==> src/rtl/framer_pkg.sv <==
package framer_pkg;
  localparam int unsigned MIN_LOG  = 8;
  localparam int unsigned MAX_LOG  = 13;
  localparam int unsigned MAX_CODE = MAX_LOG - MIN_LOG;
  localparam int unsigned PKT_W    = MAX_LOG + 1;

  localparam logic [3:0]  MARK_HI  = 4'hF;
  localparam logic [1:0]  ORD_OPEN = 2'd1;
  localparam logic [1:0]  ORD_MID  = 2'd2;
  localparam logic [1:0]  ORD_LAST = 2'd3;
  localparam logic [15:0] CRC_SEED = 16'hFFFF;
  localparam logic [15:0] CRC_POLY = 16'h1021;

  typedef enum logic [2:0] {
    ST_IDLE,
    ST_MARK,
    ST_PAY,
    ST_CRC_HI,
    ST_CRC_LO
  } st_e;
endpackage

==> src/rtl/framer_crc16.sv <==
module framer_crc16
  import framer_pkg::*;
(
  input  logic        clk,
  input  logic        rst_n,
  input  logic        clr,
  input  logic        upd,
  input  logic [7:0]  data,
  output logic [15:0] crc
);
  logic [15:0] chain [9];
  logic [15:0] crc_q;

  assign chain[0] = crc_q;

  // One XOR/shift stage per data bit, MSB first.
  for (genvar b = 0; b < 8; b++) begin : g_bit
    logic fb;
    assign fb = chain[b][15] ^ data[7-b];
    assign chain[b+1] = {chain[b][14:0], 1'b0} ^ (fb ? CRC_POLY : 16'h0000);
  end

  always_ff @(posedge clk or negedge rst_n) begin
    if (!rst_n)   crc_q <= CRC_SEED;
    else if (clr) crc_q <= CRC_SEED;
    else if (upd) crc_q <= chain[8];
  end

  assign crc = crc_q;
endmodule

==> src/rtl/framer_seq.sv <==
module framer_seq
  import framer_pkg::*;
#(
  parameter int unsigned LEN_W = 24
) (
  input  logic             clk,
  input  logic             rst_n,
  input  logic             start,
  input  logic [LEN_W-1:0] total_len,
  input  logic [2:0]       size_code,
  input  logic             crc_en,
  input  logic             in_valid,
  input  logic             out_ready,
  output st_e              st,
  output logic [7:0]       mark,
  output logic             beat,
  output logic             crc_clr,
  output logic             busy,
  output logic             len_err
);
  st_e              st_q;
  logic [LEN_W-1:0] rem_q;
  logic [PKT_W-1:0] pcnt_q;
  logic             first_q;
  logic             crc_en_q;
  logic [2:0]       code_q;
  logic             err_q;

  logic [2:0]       eff_code;
  logic [LEN_W-1:0] psize;
  logic             fits;
  logic [1:0]       order;
  logic [PKT_W-1:0] pkt_n;

  assign eff_code = (code_q > 3'(MAX_CODE)) ? 3'(MAX_CODE) : code_q;
  assign psize    = LEN_W'(1) << (MIN_LOG + 32'(eff_code));
  assign fits     = (rem_q <= psize);
  assign order    = fits ? ORD_LAST : (first_q ? ORD_OPEN : ORD_MID);
  assign pkt_n    = fits ? rem_q[PKT_W-1:0] : psize[PKT_W-1:0];

  assign beat     = (st_q == ST_PAY) && in_valid && out_ready;
  assign crc_clr  = (st_q == ST_MARK) && out_ready;

  always_ff @(posedge clk or negedge rst_n) begin
    if (!rst_n) begin
      st_q     <= ST_IDLE;
      rem_q    <= '0;
      pcnt_q   <= '0;
      first_q  <= 1'b0;
      crc_en_q <= 1'b0;
      code_q   <= '0;
      err_q    <= 1'b0;
    end else begin
      case (st_q)
        ST_IDLE: begin
          if (start) begin
            if (total_len == '0) begin
              err_q <= 1'b1;
            end else begin
              err_q    <= 1'b0;
              rem_q    <= total_len;
              first_q  <= 1'b1;
              crc_en_q <= crc_en;
              code_q   <= size_code;
              st_q     <= ST_MARK;
            end
          end
        end
        ST_MARK: begin
          if (out_ready) begin
            pcnt_q  <= pkt_n;
            first_q <= 1'b0;
            st_q    <= ST_PAY;
          end
        end
        ST_PAY: begin
          if (beat) begin
            rem_q  <= rem_q - 1'b1;
            pcnt_q <= pcnt_q - 1'b1;
            if (pcnt_q == PKT_W'(1)) begin
              if (crc_en_q)                st_q <= ST_CRC_HI;
              else if (rem_q == LEN_W'(1)) st_q <= ST_IDLE;
              else                         st_q <= ST_MARK;
            end
          end
        end
        ST_CRC_HI: begin
          if (out_ready) st_q <= ST_CRC_LO;
        end
        ST_CRC_LO: begin
          if (out_ready) st_q <= (rem_q == '0) ? ST_IDLE : ST_MARK;
        end
        default: st_q <= ST_IDLE;
      endcase
    end
  end

  assign st      = st_q;
  assign mark    = {MARK_HI, 2'b00, order};
  assign busy    = (st_q != ST_IDLE);
  assign len_err = err_q;
endmodule

==> src/rtl/pkt_framer.sv <==
module pkt_framer
  import framer_pkg::*;
#(
  parameter int unsigned LEN_W = 24
) (
  input  logic             clk,
  input  logic             rst_n,
  input  logic             start,
  input  logic [LEN_W-1:0] total_len,
  input  logic [2:0]       size_code,
  input  logic             crc_en,
  output logic             busy,
  output logic             len_err,
  input  logic             in_valid,
  output logic             in_ready,
  input  logic [7:0]       in_data,
  output logic             out_valid,
  input  logic             out_ready,
  output logic [7:0]       out_data
);
  st_e         st;
  logic [7:0]  mark;
  logic        beat;
  logic        crc_clr;
  logic [15:0] crc;

  framer_seq #(.LEN_W(LEN_W)) u_seq (
    .clk       (clk),
    .rst_n     (rst_n),
    .start     (start),
    .total_len (total_len),
    .size_code (size_code),
    .crc_en    (crc_en),
    .in_valid  (in_valid),
    .out_ready (out_ready),
    .st        (st),
    .mark      (mark),
    .beat      (beat),
    .crc_clr   (crc_clr),
    .busy      (busy),
    .len_err   (len_err)
  );

  framer_crc16 u_crc (
    .clk   (clk),
    .rst_n (rst_n),
    .clr   (crc_clr),
    .upd   (beat),
    .data  (in_data),
    .crc   (crc)
  );

  assign in_ready = (st == ST_PAY) && out_ready;

  always_comb begin
    out_valid = 1'b0;
    out_data  = 8'h00;
    case (st)
      ST_MARK:   begin out_valid = 1'b1;     out_data = mark;      end
      ST_PAY:    begin out_valid = in_valid; out_data = in_data;   end
      ST_CRC_HI: begin out_valid = 1'b1;     out_data = crc[15:8]; end
      ST_CRC_LO: begin out_valid = 1'b1;     out_data = crc[7:0];  end
      default:   begin out_valid = 1'b0;     out_data = 8'h00;     end
    endcase
  end
endmodule

==> config.mk <==
export PLATFORM = sky130hd
export DESIGN_NAME = pkt_framer
export DESIGN_NICKNAME = d
export VERILOG_FILES = /design/src/rtl/framer_pkg.sv /design/src/rtl/framer_crc16.sv /design/src/rtl/framer_seq.sv /design/src/rtl/pkt_framer.sv
export SDC_FILE = /design/constraint.sdc
export NUM_CORES = 1
export LEC_CHECK = 0
export BUFFER_PORTS_ARGS = -buffer_cell sky130_fd_sc_hd__buf_2
export CAP_MARGIN = 20
export CORE_MARGIN = 10
export CORE_UTILIZATION = 45
export CTS_CLUSTER_SIZE = 40
export DETAILED_ROUTE_END_ITERATION = 8
export RECOVER_POWER = 100
export SLEW_MARGIN = 5
export SYNTH_ARGS = -nofsm -noshare
export SYNTH_HDL_FRONTEND = slang
export SYNTH_SLANG_ARGS = --single-unit
==> constraint.sdc <==
create_clock -name clk -period 2.9 [get_ports clk]
set_input_delay 0 -clock clk [delete_from_list [all_inputs] [get_ports clk]]
set_output_delay 0 -clock clk [all_outputs]
set_load 0.02 [all_outputs]
Yosys cells after proc, flatten, opt, wreduce, memory -nomap -nowiden
Index checks and enable logic that the tools add are counted.
- shifts and indexed selects: 1
- equality and inequality tests: 13
- add/subtract/negate cells: 3
- magnitude comparators: 2
- reduce and logical (&&, ||, !) cells: 19
- div/mod/pow operators: 0
- $mul: 0
- mux-type cells: 39
- bitwise gates (word level): 17
- operator list (operator ; number):
    16-bit XOR ; 8
    13-bit 2-to-1 mux ; 8
    24-bit 2-to-1 mux ; 3
    24-bit zero test ; 2
    24-bit one-hot mux with 2 select lines ; 1
    14-bit 2-to-1 mux ; 3
    16-bit 2-to-1 mux ; 2
    8-bit one-hot mux with 4 select lines ; 1
    1-bit by 32-bit << shifter with 24-bit output (first input constant) ; 1
    14-bit one-hot mux with 2 select lines ; 1
    3-bit 2-to-1 mux ; 9
    24-bit by 1-bit equality test with 1-bit output (second input constant) ; 1
    24-bit <= comparator ; 1
    24-bit by 1-bit subtractor with 24-bit output (second input constant) ; 1
    3-bit one-hot mux with 5 select lines ; 1
    14-bit by 1-bit equality test with 1-bit output (second input constant) ; 1
    14-bit by 1-bit subtractor with 14-bit output (second input constant) ; 1
    2-bit inequality test (second input constant) ; 6
    4-bit AND reduction ; 2
    2-bit nonzero test ; 4
    1-bit XOR ; 8
    7-bit AND reduction ; 1
    3-bit by 2-bit equality test with 1-bit output (second input constant) ; 2
    1-bit 2-to-1 mux ; 6
    other kinds (14) ; 20
- input bits: 41
- flip-flop bits (word level): 63
- memory bits (writable): 0
- bits in latches: 0
- memory bits (read-only): 0
- memories: 0

Logic depth before layout (Yosys ltp)
Gate-level depths: netlist (run 1).
- depth after elaboration: 26
- depth in mapped cells: 10
- mapped depth without buffers: 9

Cells and area by module
Synthesis (run 1) repeated with hierarchy kept, for this count alone.
- cells, all modules: 536
- area, all modules: 4974.8 um2
- by module, submodules not included (module ; cells each ; sequential area each (um2) ; area an instance (um2) ; times used):
    framer_seq ; 412 ; 1176.1 ; 3509.6 ; 1
    framer_crc16 ; 80 ; 420.4 ; 1042.2 ; 1
    pkt_framer ; 44 ; 0.0 ; 422.9 ; 1

Least setup slack after synthesis (run 1)
OpenSTA, ideal clock, no wires.
- path kind: reg2reg
- start point: register u_seq.code_q[1]
- end point: register u_seq.pcnt_q[5]
- setup slack: 0.691 ns
- required time: 2.774 ns
- period minus slack after synthesis: 2.209 ns
- cell stages (with the launch flop): 10
- data arrival time: 2.083 ns
- cells stage by stage: dfrtp_1 > nor3_1 > inv_1 > ha_1 > nand4_1 > o211ai_1 > a41oi_1 > o21ai_2 > nor2_1 > a221o_1
- cells in the longest elaborated chain, start to end: 8
- RTL lines (item ; line ; RTL):
    from (decl) ; framer_seq.sv:26 ; logic [2:0] code_q;
    from (signal assigned) ; framer_seq.sv:64 ; code_q <= size_code;
    3-bit greater-than comparator ; framer_seq.sv:35 ; assign eff_code = (code_q > 3'(MAX_CODE)) ? 3'(MAX_CODE) : code_q;
    3-bit 2-to-1 mux (*) ; framer_seq.sv:35 ;
    4-bit by 3-bit adder with 5-bit output (*) ; framer_seq.sv:36 ; assign psize = LEN_W'(1) << (MIN_LOG + 32'(eff_code));
    1-bit by 32-bit << shifter with 24-bit output (*) ; framer_seq.sv:36 ;
    24-bit <= comparator ; framer_seq.sv:37 ; assign fits = (rem_q <= psize);
    14-bit 2-to-1 mux (*) ; framer_seq.sv:39 ; assign pkt_n = fits ? rem_q[PKT_W-1:0] : psize[PKT_W-1:0];
    14-bit 2-to-1 mux (*) ; framer_seq.sv:70 ; if (out_ready) begin
    14-bit one-hot mux with 2 select lines (*) ; framer_seq.sv:54 ; case (st_q)
    to (signal assigned) ; framer_seq.sv:71 ; pcnt_q <= pkt_n;
    to (signal assigned) ; framer_seq.sv:79 ; pcnt_q <= pcnt_q - 1'b1;
    to (decl) ; framer_seq.sv:23 ; logic [PKT_W-1:0] pcnt_q;
Every way passes the cells marked *; elsewhere a longest branch is shown, timed or not. The select of a mux whose other input is x is not followed.
A chain may end at the register's enable or synchronous reset.

Final worst setup path (run 1)
- start point: register u_seq.code_q[1]
- end point: output out_data[0]
- cells in the longest elaborated chain, start to end: 7
- RTL lines (item ; line ; RTL):
    3-bit greater-than comparator ; framer_seq.sv:35 ;
    3-bit 2-to-1 mux (*) ; framer_seq.sv:35 ;
    4-bit by 3-bit adder with 5-bit output (*) ; framer_seq.sv:36 ;
    1-bit by 32-bit << shifter with 24-bit output (*) ; framer_seq.sv:36 ;
    24-bit <= comparator (*) ; framer_seq.sv:37 ;
    2-bit 2-to-1 mux (*) ; framer_seq.sv:38 ; assign order = fits ? ORD_LAST : (first_q ? ORD_OPEN : ORD_MID);
    8-bit one-hot mux with 4 select lines (*) ; pkt_framer.sv:58 ; case (st)
    to (decl) ; pkt_framer.sv:19 ; output logic [7:0] out_data
Every way passes the cells marked *; elsewhere a longest branch is shown, timed or not.

==> metrics.cfg, run 1 <==
[timing]
slew_headroom=-0.2648
rsz0062_at_grt=false
max_freq_mhz=364.6
hold_slack_ns=0.002591
setup_viol=0
tightest_slew_ns=1.897
finalHoldViolations=0
fin_skew_ns=0.01380
fin_setup_tns_ns=0
fin_crit_ns=2.743
slew_violations=34
fin_crit_sh=0.9459

[floorplan]
fp.coreArea_um2=9196
io_pins=53
die_y_um=116.8
die_x_um=116.8
row_count=35
initial_core_util=0.4586
die_area_um2=13650

[finish]
area_delta_synth_final_pct=19.22
nets=621
design_area_um2=5029
drive_gt1_frac=0.1878
multi_input_area_um2=2451
fill_cells=852
seq_area_um2=1597
fin_cells=686
antennaDiodeCount=0

[worst_setup_path]
max_stage_delay_ns=0.44
start_kind=register
cp_data_required_time_ns=2.90
path_max_fanout=7
worstPathCellList=o21ai_0 -> ha_1 -> a2111o_1 -> a41oi_2 -> o21a_4 -> o21ai_0 -> o211ai_1 -> buf_2
critPathSlowestCell=dfrtp_1
cp_common_cell=o21ai_0
arrival_ns=2.74
crit_type=register to primary output
cp-end-kind=primary output

[grt]
groute.usage.overall=0.1868
grt_overflow=0
grt_pass1_wl_mm=20.36
grt_max_degree=40
grt_pass1_vias=3932
antenna_found_initial=0

[routing]
dr_wl_met3_um=521
drc=0
viasPerCell=5.930
wl_met1_mm=6.025
routedWlPerCell_um=18.29
ant_nets=0
vias=4068
top_layer=met4
met2_length_mm=5.842
wl_mm=12.55
drt_iter0_drc=348
firstDrtPassIters=5

[worst_hold_path]
hold_path.class=input pin to register

[power]
peakVddDrop_mv=0.4763
pwr_density_cell_nw_per_um2=1105
leakage_nw=1.978

[clock_tree]
htree_levels=3
tritoncts=done
clk_pin_slew_ns=0.07
cts.path.max_buffers=2
cts_buffers=9
clkSinkCount=63
clkLatencyLatePin_ns=0.35
cts-root-buf=clkbuf_8

[logic_synthesis]
synthCells=494
synth_top_cell_area_share=0.2788
ys_seq_elements=63
synth-main-ff-cell=dfrtp_1
synth_nets=545
avgSynthCellArea_um2=8.538
yosysWarningCount=0
synth_top_area_cell=dfrtp_1
synth_seq_area_share=0.3785
ys_async_sr_fraction=1.000
ys_top_cells_by_area=dfrtp_1, dfstp_2, a21oi_1, o21ai_0, nor2_1
synth-edff-count=0
synth_area_um2=4218
ys_types=68

[place]
hpwl_mm=8.888
io_buffers=52
post-place-cells=643
routabilityCongestion=0.8793
place_area_um2=4608

[status]
violations=capacitance limit, slew limit
status=finished with violations

[job]
max-cap-violations=1

## stage by stage
step           power (mW)  worst slack, ns  utilization
4_1_cts             5.571         0.008689       0.5478
6_report            5.555           0.1570       0.5468
5_1_grt             6.029         0.001448       0.5468
2_1_floorplan       3.884           0.6909            -
3_3_place_gp        4.658           0.4020       0.5011
3_5_place_dp        4.715           0.3380       0.5011
## where the power goes
group	internal (mW)	leakage (nW)	total [mW]	switching, mW
sequential	1.32	0.738	1.85	0.537
clock	0.466	0.109	0.825	0.360
combinational	1.15	1.13	2.88	1.72
total	2.94	1.98	5.55	2.62
## sequential cells by signal (all words and copies together), names as in the netlist
signal and flops:
u_seq.rem_q 24, u_crc.crc 16, u_seq.pcnt_q 14, u_seq.code_q 3, u_seq.st 3, u_seq.crc_en_q 1
u_seq.first_q 1, u_seq.len_err 1
## critical path: cells and delay by family, from the launching register on
kind | cells | cell delay, ns
buffers and inverters | 1 | 0.20
AO/OA/AOI/OAI | 6 | 1.41
flip-flops | 1 | 0.44
adder cells (fa/ha/maj) | 1 | 0.34
## timing repair
item | CTS | global route
endpoints found under the hold margin | 41 | 0
setup buffers | 0 | 5
gates resized for setup | 0 | 2
setup endpoints to repair | 0 | 2
hold buffers | 22 | 0
## kinds of logic after synthesis
| group | after synthesis | synth area share |
|---|---|---|
| AO/OA/AOI/OAI | 180 | 0.2694 |
| AND/OR/NAND/NOR | 169 | 0.2029 |
| flip-flops | 63 | 0.3785 |
| buffers and inverters | 37 | 0.04212 |
| XOR/XNOR | 24 | 0.04984 |
| multiplexers | 11 | 0.02759 |
| adder cells (fa/ha/maj) | 10 | 0.02966 |
## synth_stat cells, types with 3 or more instances
cell type	number
a32oi_1	4
xnor2_1	19
nand3_1	11
a311oi_1	3
nor3_1	18
and2_1	4
mux2i_1	6
o21ai_0	45
inv_1	10
a221o_1	4
dfstp_2	16
buf_6	3
o31ai_1	3
xor2_1	5
a22oi_1	7
nand2_1	34
mux2_2	5
a21oi_1	64
ha_1	10
o22a_1	7
clkbuf_1	17
a21o_1	3
buf_2	5
nor2_1	55
nand3b_1	3
o22ai_1	6
o2bb2ai_1	5
nor2b_1	5
nand2b_1	4
nor4_1	12
a31oi_1	5
o211ai_1	3
dfrtp_1	47
nand4_1	6
## layout make-up
cell class / instances / area share
clock buffer: 13 / 0.03359
sequential: 63 / 0.3175
clock inverter: 3 / 0.007962
timing repair buffer: 92 / 0.1184
inverter: 10 / 0.007465
tap: 111 / 0.02762
multi-input combinational: 394 / 0.4874
## final timing paths
path                                   end  cells past startpoint  slack [ns]            start
setup / recovery               out_data[0]                      8        0.16  u_seq.code_q[1]
hold / removal             u_seq.rem_q[20]                      3       0.003    total_len[20]
setup reg to reg           u_seq.pcnt_q[7]                      8        0.24  u_seq.code_q[1]
hold reg to reg              u_seq.len_err                      1        0.51    u_seq.len_err
max in group asynchronous  u_seq.rem_q[12]                      3        0.47            rst_n
min in group asynchronous   u_seq.rem_q[5]                      2        0.71            rst_n
## layer usage
metal	global-route usage	vias up
li1	-	1988
met2	0.2895	108
met1	0.2611	1959
met5	0	-
met4	0.06343	0
met3	0.02548	13
## layout by cell type (no fill, tap or decap), types with 4 or more instances in the layout
cell	Yosys	layout
a21oi_1	64	64
a221o_1	4	4
a22oi_1	7	7
a31oi_1	5	5
a32oi_1	4	4
buf_2	5	42
buf_4	0	11
clkbuf_1	17	15
clkbuf_8	1	12
dfrtp_1	47	47
dfstp_2	16	16
dlygate4sd3_1	0	22
ha_1	10	10
inv_1	10	10
mux2_2	5	5
mux2i_1	6	6
nand2_1	34	35
nand3_1	11	11
nand4_1	6	6
nor2_1	55	55
nor2b_1	5	5
nor3_1	18	17
nor4_1	12	12
o21ai_0	45	45
o22a_1	7	7
o22ai_1	6	6
o2bb2ai_1	5	5
xnor2_1	19	19
xor2_1	5	5
(Power assumes the default switching activity.)
==> inputs of run 2 (changes only) <==
--- a/config.mk
+++ b/config.mk
@@ -15,4 +15,5 @@
 export SLEW_MARGIN = 5
 export SYNTH_ARGS = -nofsm -noshare
 export SYNTH_HDL_FRONTEND = slang
+export SYNTH_HIERARCHICAL = 1
 export SYNTH_SLANG_ARGS = --single-unit
==> run 2 against run 1 <==
The flow now finishes without violations. First-iteration DRC count stayed put. Non-clock buffer count stayed put. Sequential power hardly changed. Core utilization is 1.8 points lower. Cell count is 8.5% higher. Largest power group unchanged.
==> metrics.cfg, run 2 <==
[status]
status=finished clean  ; was finished with violations

[worst_setup_path]
cp_data_required_time_ns=2.90  ; about the same
arrival_ns=2.86  ; was 2.74 ns
crit-reg2reg-launch=u_seq/st[2]  ; was u_seq.code_q[1]
path_max_fanout=7  ; unchanged
cp_common_cell=nand2_2  ; was o21ai_0
reg2reg_to=u_crc/crc[7]  ; was u_seq.pcnt_q[7]
ff2ff_path_depth=6  ; was 8
r2r_setup_slack_ns=0.29  ; was 0.24 ns
cp-end-kind=primary output  ; unchanged
start_kind=register  ; unchanged
worstPathCellList=or3b_4 -> ha_4 -> or3_4 -> o221a_1 -> o31ai_2 -> nand2_2 -> nand2_2 -> mux2i_1 -> o221ai_2 -> buf_4  ; was o21ai_0 -> ha_1 -> a2111o_1 -> a41oi_2 -> o21a_4 -> o21ai_0 -> o211ai_1 -> buf_2
critPathSlowestCell=dfrtp_2  ; was dfrtp_1
max_stage_delay_ns=0.44  ; about the same
crit_type=register to primary output  ; unchanged

[finish]
drive_gt1_frac=0.2401  ; was 0.1878
top_register=u_seq/rem_q  ; was u_seq.rem_q
final_core_util=0.5285  ; was 0.5468
area_delta_synth_final_pct=15.17  ; was 19.22%
nets=652  ; was 621
largest_register_ffs=24  ; unchanged
antennaDiodeCount=0  ; unchanged
final_common_cell=nor2_1  ; was a21oi_1
layout_common_cells=nor2_1, buf_2, dfrtp_1  ; was a21oi_1, nor2_1, dfrtp_1

[routing]
viasPerCell=6.082  ; was 5.930
drc=0  ; unchanged
routedWlPerCell_um=19.13  ; was 18.29 µm
vias=4525  ; was 4,068
drt_iter0_drc=348  ; unchanged
firstDrtPassIters=5  ; unchanged
ant_nets=0  ; unchanged
wl_mm=14.23  ; was 12.55 mm

[floorplan]
io_pins=53  ; unchanged
row_count=38  ; was 35
initial_core_util=0.4589  ; was 0.4586
die_y_um=125.1  ; was 116.8 µm
die_area_um2=15660  ; was 13,650 µm²
fp.coreArea_um2=10840  ; was 9196 µm²
die_x_um=125.1  ; was 116.8 µm

[logic_synthesis]
yosysMostFrequentCell=nor2_1  ; was a21oi_1
synth_area_um2=4975  ; was 4218 µm²
ys_seq_elements=63  ; unchanged
ys_async_sr_fraction=1.000  ; unchanged
synth.top_cells.by_count=nor2_1, dfrtp_1, a21oi_1  ; was a21oi_1, nor2_1, dfrtp_1
avgSynthCellArea_um2=9.281  ; was 8.538 µm²
synth_top_cell_area_share=0.2364  ; was 0.2788
synth-main-ff-cell=dfrtp_1  ; unchanged
synth_top_area_cell=dfrtp_1  ; unchanged
synthCells=536  ; was 494
ys_types=84  ; was 68
synth_seq_area_share=0.3209  ; was 0.3785
ys_top_cells_by_area=dfrtp_1, dfstp_2, a21oi_1, nor2_1, xnor3_1  ; was dfrtp_1, dfstp_2, a21oi_1, o21ai_0, nor2_1
yosysWarningCount=6  ; was 0
synth-edff-count=0  ; unchanged

[worst_hold_path]
holdPathStages=3  ; unchanged
hp-start=total_len[23]  ; was total_len[20]
hold_path.class=input pin to register  ; unchanged
whs_endpoint=u_seq/rem_q[23]  ; was u_seq.rem_q[20]

[clock_tree]
clkLatencyLatePin_ns=0.34  ; was 0.35 ns
htree_levels=3  ; unchanged
cts-root-buf=clkbuf_8  ; unchanged
clk_pin_slew_ns=0.07  ; about the same
clkSinkCount=63  ; unchanged
cts_buffers=9  ; unchanged
cts.path.max_buffers=2  ; unchanged
tritoncts=done  ; unchanged

[timing]
tightest_slew_ns=1.094  ; was 1.897 ns
fin_crit_sh=0.9867  ; was 0.9459
hold_slack_ns=0.02489  ; was 0.002591 ns
slew_violations=0  ; was 34
fin_crit_ns=2.861  ; was 2.743 ns
worst_slack_ns=0.03868  ; was 0.1570 ns
rsz0062_at_grt=true  ; was false
slew_headroom=0.2706  ; was -0.2648
setup_viol=0  ; unchanged
max_freq_mhz=349.5  ; was 364.6 MHz
fin_skew_ns=0.007248  ; was 0.01380 ns
finalHoldViolations=0  ; unchanged

[place]
routabilityCongestion=0.8604  ; was 0.8793
io_buffers=52  ; unchanged
place_ws_ns=0.2373  ; was 0.3380 ns
hpwl_mm=10.37  ; was 8.888 mm

[power]
p_switching_mw=2.849  ; was 2.620 mW
pwr_density_cell_nw_per_um2=1090  ; was 1105 nW/µm²
swShare=0.4563  ; was 0.4716
seqPwrFrac=0.301  ; was 0.334
p_int_mw=3.395  ; was 2.935 mW
peakVddDrop_mv=0.5351  ; was 0.4763 mV
comb_power_share=0.583  ; was 0.518
leakage_nw=2.377  ; was 1.978 nW
power_mw=6.244  ; was 5.555 mW
clockPowerShare=0.116  ; was 0.149

[grt]
grt_overflow=0  ; unchanged
grt_pass1_vias=4582  ; was 3,932
grt_pass1_wl_mm=23.85  ; was 20.36 mm
grt_max_degree=32  ; was 40
groute.usage.overall=0.1792  ; was 0.1868
antenna_found_initial=0  ; unchanged

[job]
max-cap-violations=0  ; was 1

-- run 2: cell count changes in the layout (fill, tap and decap cells not counted), sizes merged, moves of 8 or more --
cell         previous run  this run
nand4bb                 0         8
buf                    54        70
dlygate4sd3            22        13
o21ai                  47        23
xnor3                   0         8
o31ai                   3        11
a31oi                   5        13
a21oi                  64        42
conb                    0         8
nand2                  35        25
-- run 2: layout make-up --
cell class	instances	area, µm²
Sequential cell	63	1598
Inverter	13	48.80
Tap cell	140	175.2
Timing Repair Buffer	92	596.8
Clock buffer	16	180.2
Multi-Input combinational cell	420	3131
Fill cell	1029	5111
-- run 2: per-stage QoR --
| step | instances | TNS (ns) | area (µm²) |
|---|---|---|---|
| finish | 744 | 0 | 5729 |
| global route | 744 | -0.6730 | 5729 |
| CTS | 744 | -0.06728 | 5724 |
| detailed placement | 710 | 0 | 5360 |
| global placement | 710 | 0 | 5360 |
| floorplan | 542 | 0 | 4997 |
-- run 2: critical path, delay by kind of cell, from the launching register on --
kind                     cells  cell delay (ns)
AO/OA/AOI/OAI                3             0.68
adder cells (fa/ha/maj)      1             0.17
buffers and inverters        1             0.18
flip-flops                   1             0.44
multiplexers                 1             0.09
AND/OR/NAND/NOR              4             0.97
-- run 2: metal layers --
layer | wire [µm] | track usage | vias up | share of wire
met3 | 667 | 0.03591 | 12 | 0.047
met5 | 0 | 0 | - | 0
li1 | - | - | 2161 | -
met4 | 151 | 0.04810 | 0 | 0.011
met1 | 6588 | 0.2363 | 2239 | 0.46
met2 | 6827 | 0.2919 | 113 | 0.48
-- run 2: kinds of logic after synthesis --
group                    Yosys count  share of synthesized area
other                              2                   0.001510
multiplexers                      13                    0.02716
XOR/XNOR                          26                    0.08073
buffers and inverters             59                    0.06338
AO/OA/AOI/OAI                    175                     0.2523
adder cells (fa/ha/maj)           12                    0.03018
flip-flops                        63                     0.3209
AND/OR/NAND/NOR                  186                     0.2238
-- run 2: worst max path at each step --
stage / start / endpoint / slack, ns / depth (start not counted)
3_5_place_dp: u_seq/code_q[0] / out_data[0] / 0.24 / 10
2_1_floorplan: u_seq/code_q[0] / out_data[0] / 0.39 / 9
4_1_cts: u_seq/code_q[2] / out_data[1] / -0.04 / 10
6_report: u_seq/code_q[2] / out_data[0] / 0.04 / 10
5_1_grt: u_seq/code_q[0] / out_data[0] / -0.08 / 10
3_3_place_gp: u_seq/code_q[0] / out_data[0] / 0.29 / 10
-- run 2: repair_timing --
| item | 4_1_cts | 5_1_grt |
|---|---|---|
| pin swaps | 4 | 3 |
| endpoints found under the setup margin | 2 | 2 |
| hold endpoints to repair | 27 | 0 |
| buffers inserted | 5 | 0 |
| hold buffers | 13 | 0 |
| resized for setup | 6 | 6 |
-- run 2: power groups by stage --
stage                     Clock, mW  Combinational [mW]  Sequential [mW]
after global placement            0                3.43             1.86
after CTS                     0.744                3.64             1.86
final                         0.722                3.64             1.88
after global routing          0.773                4.03             1.95
after detailed placement          0                3.51             1.87
after floorplan                   0                2.86             1.65
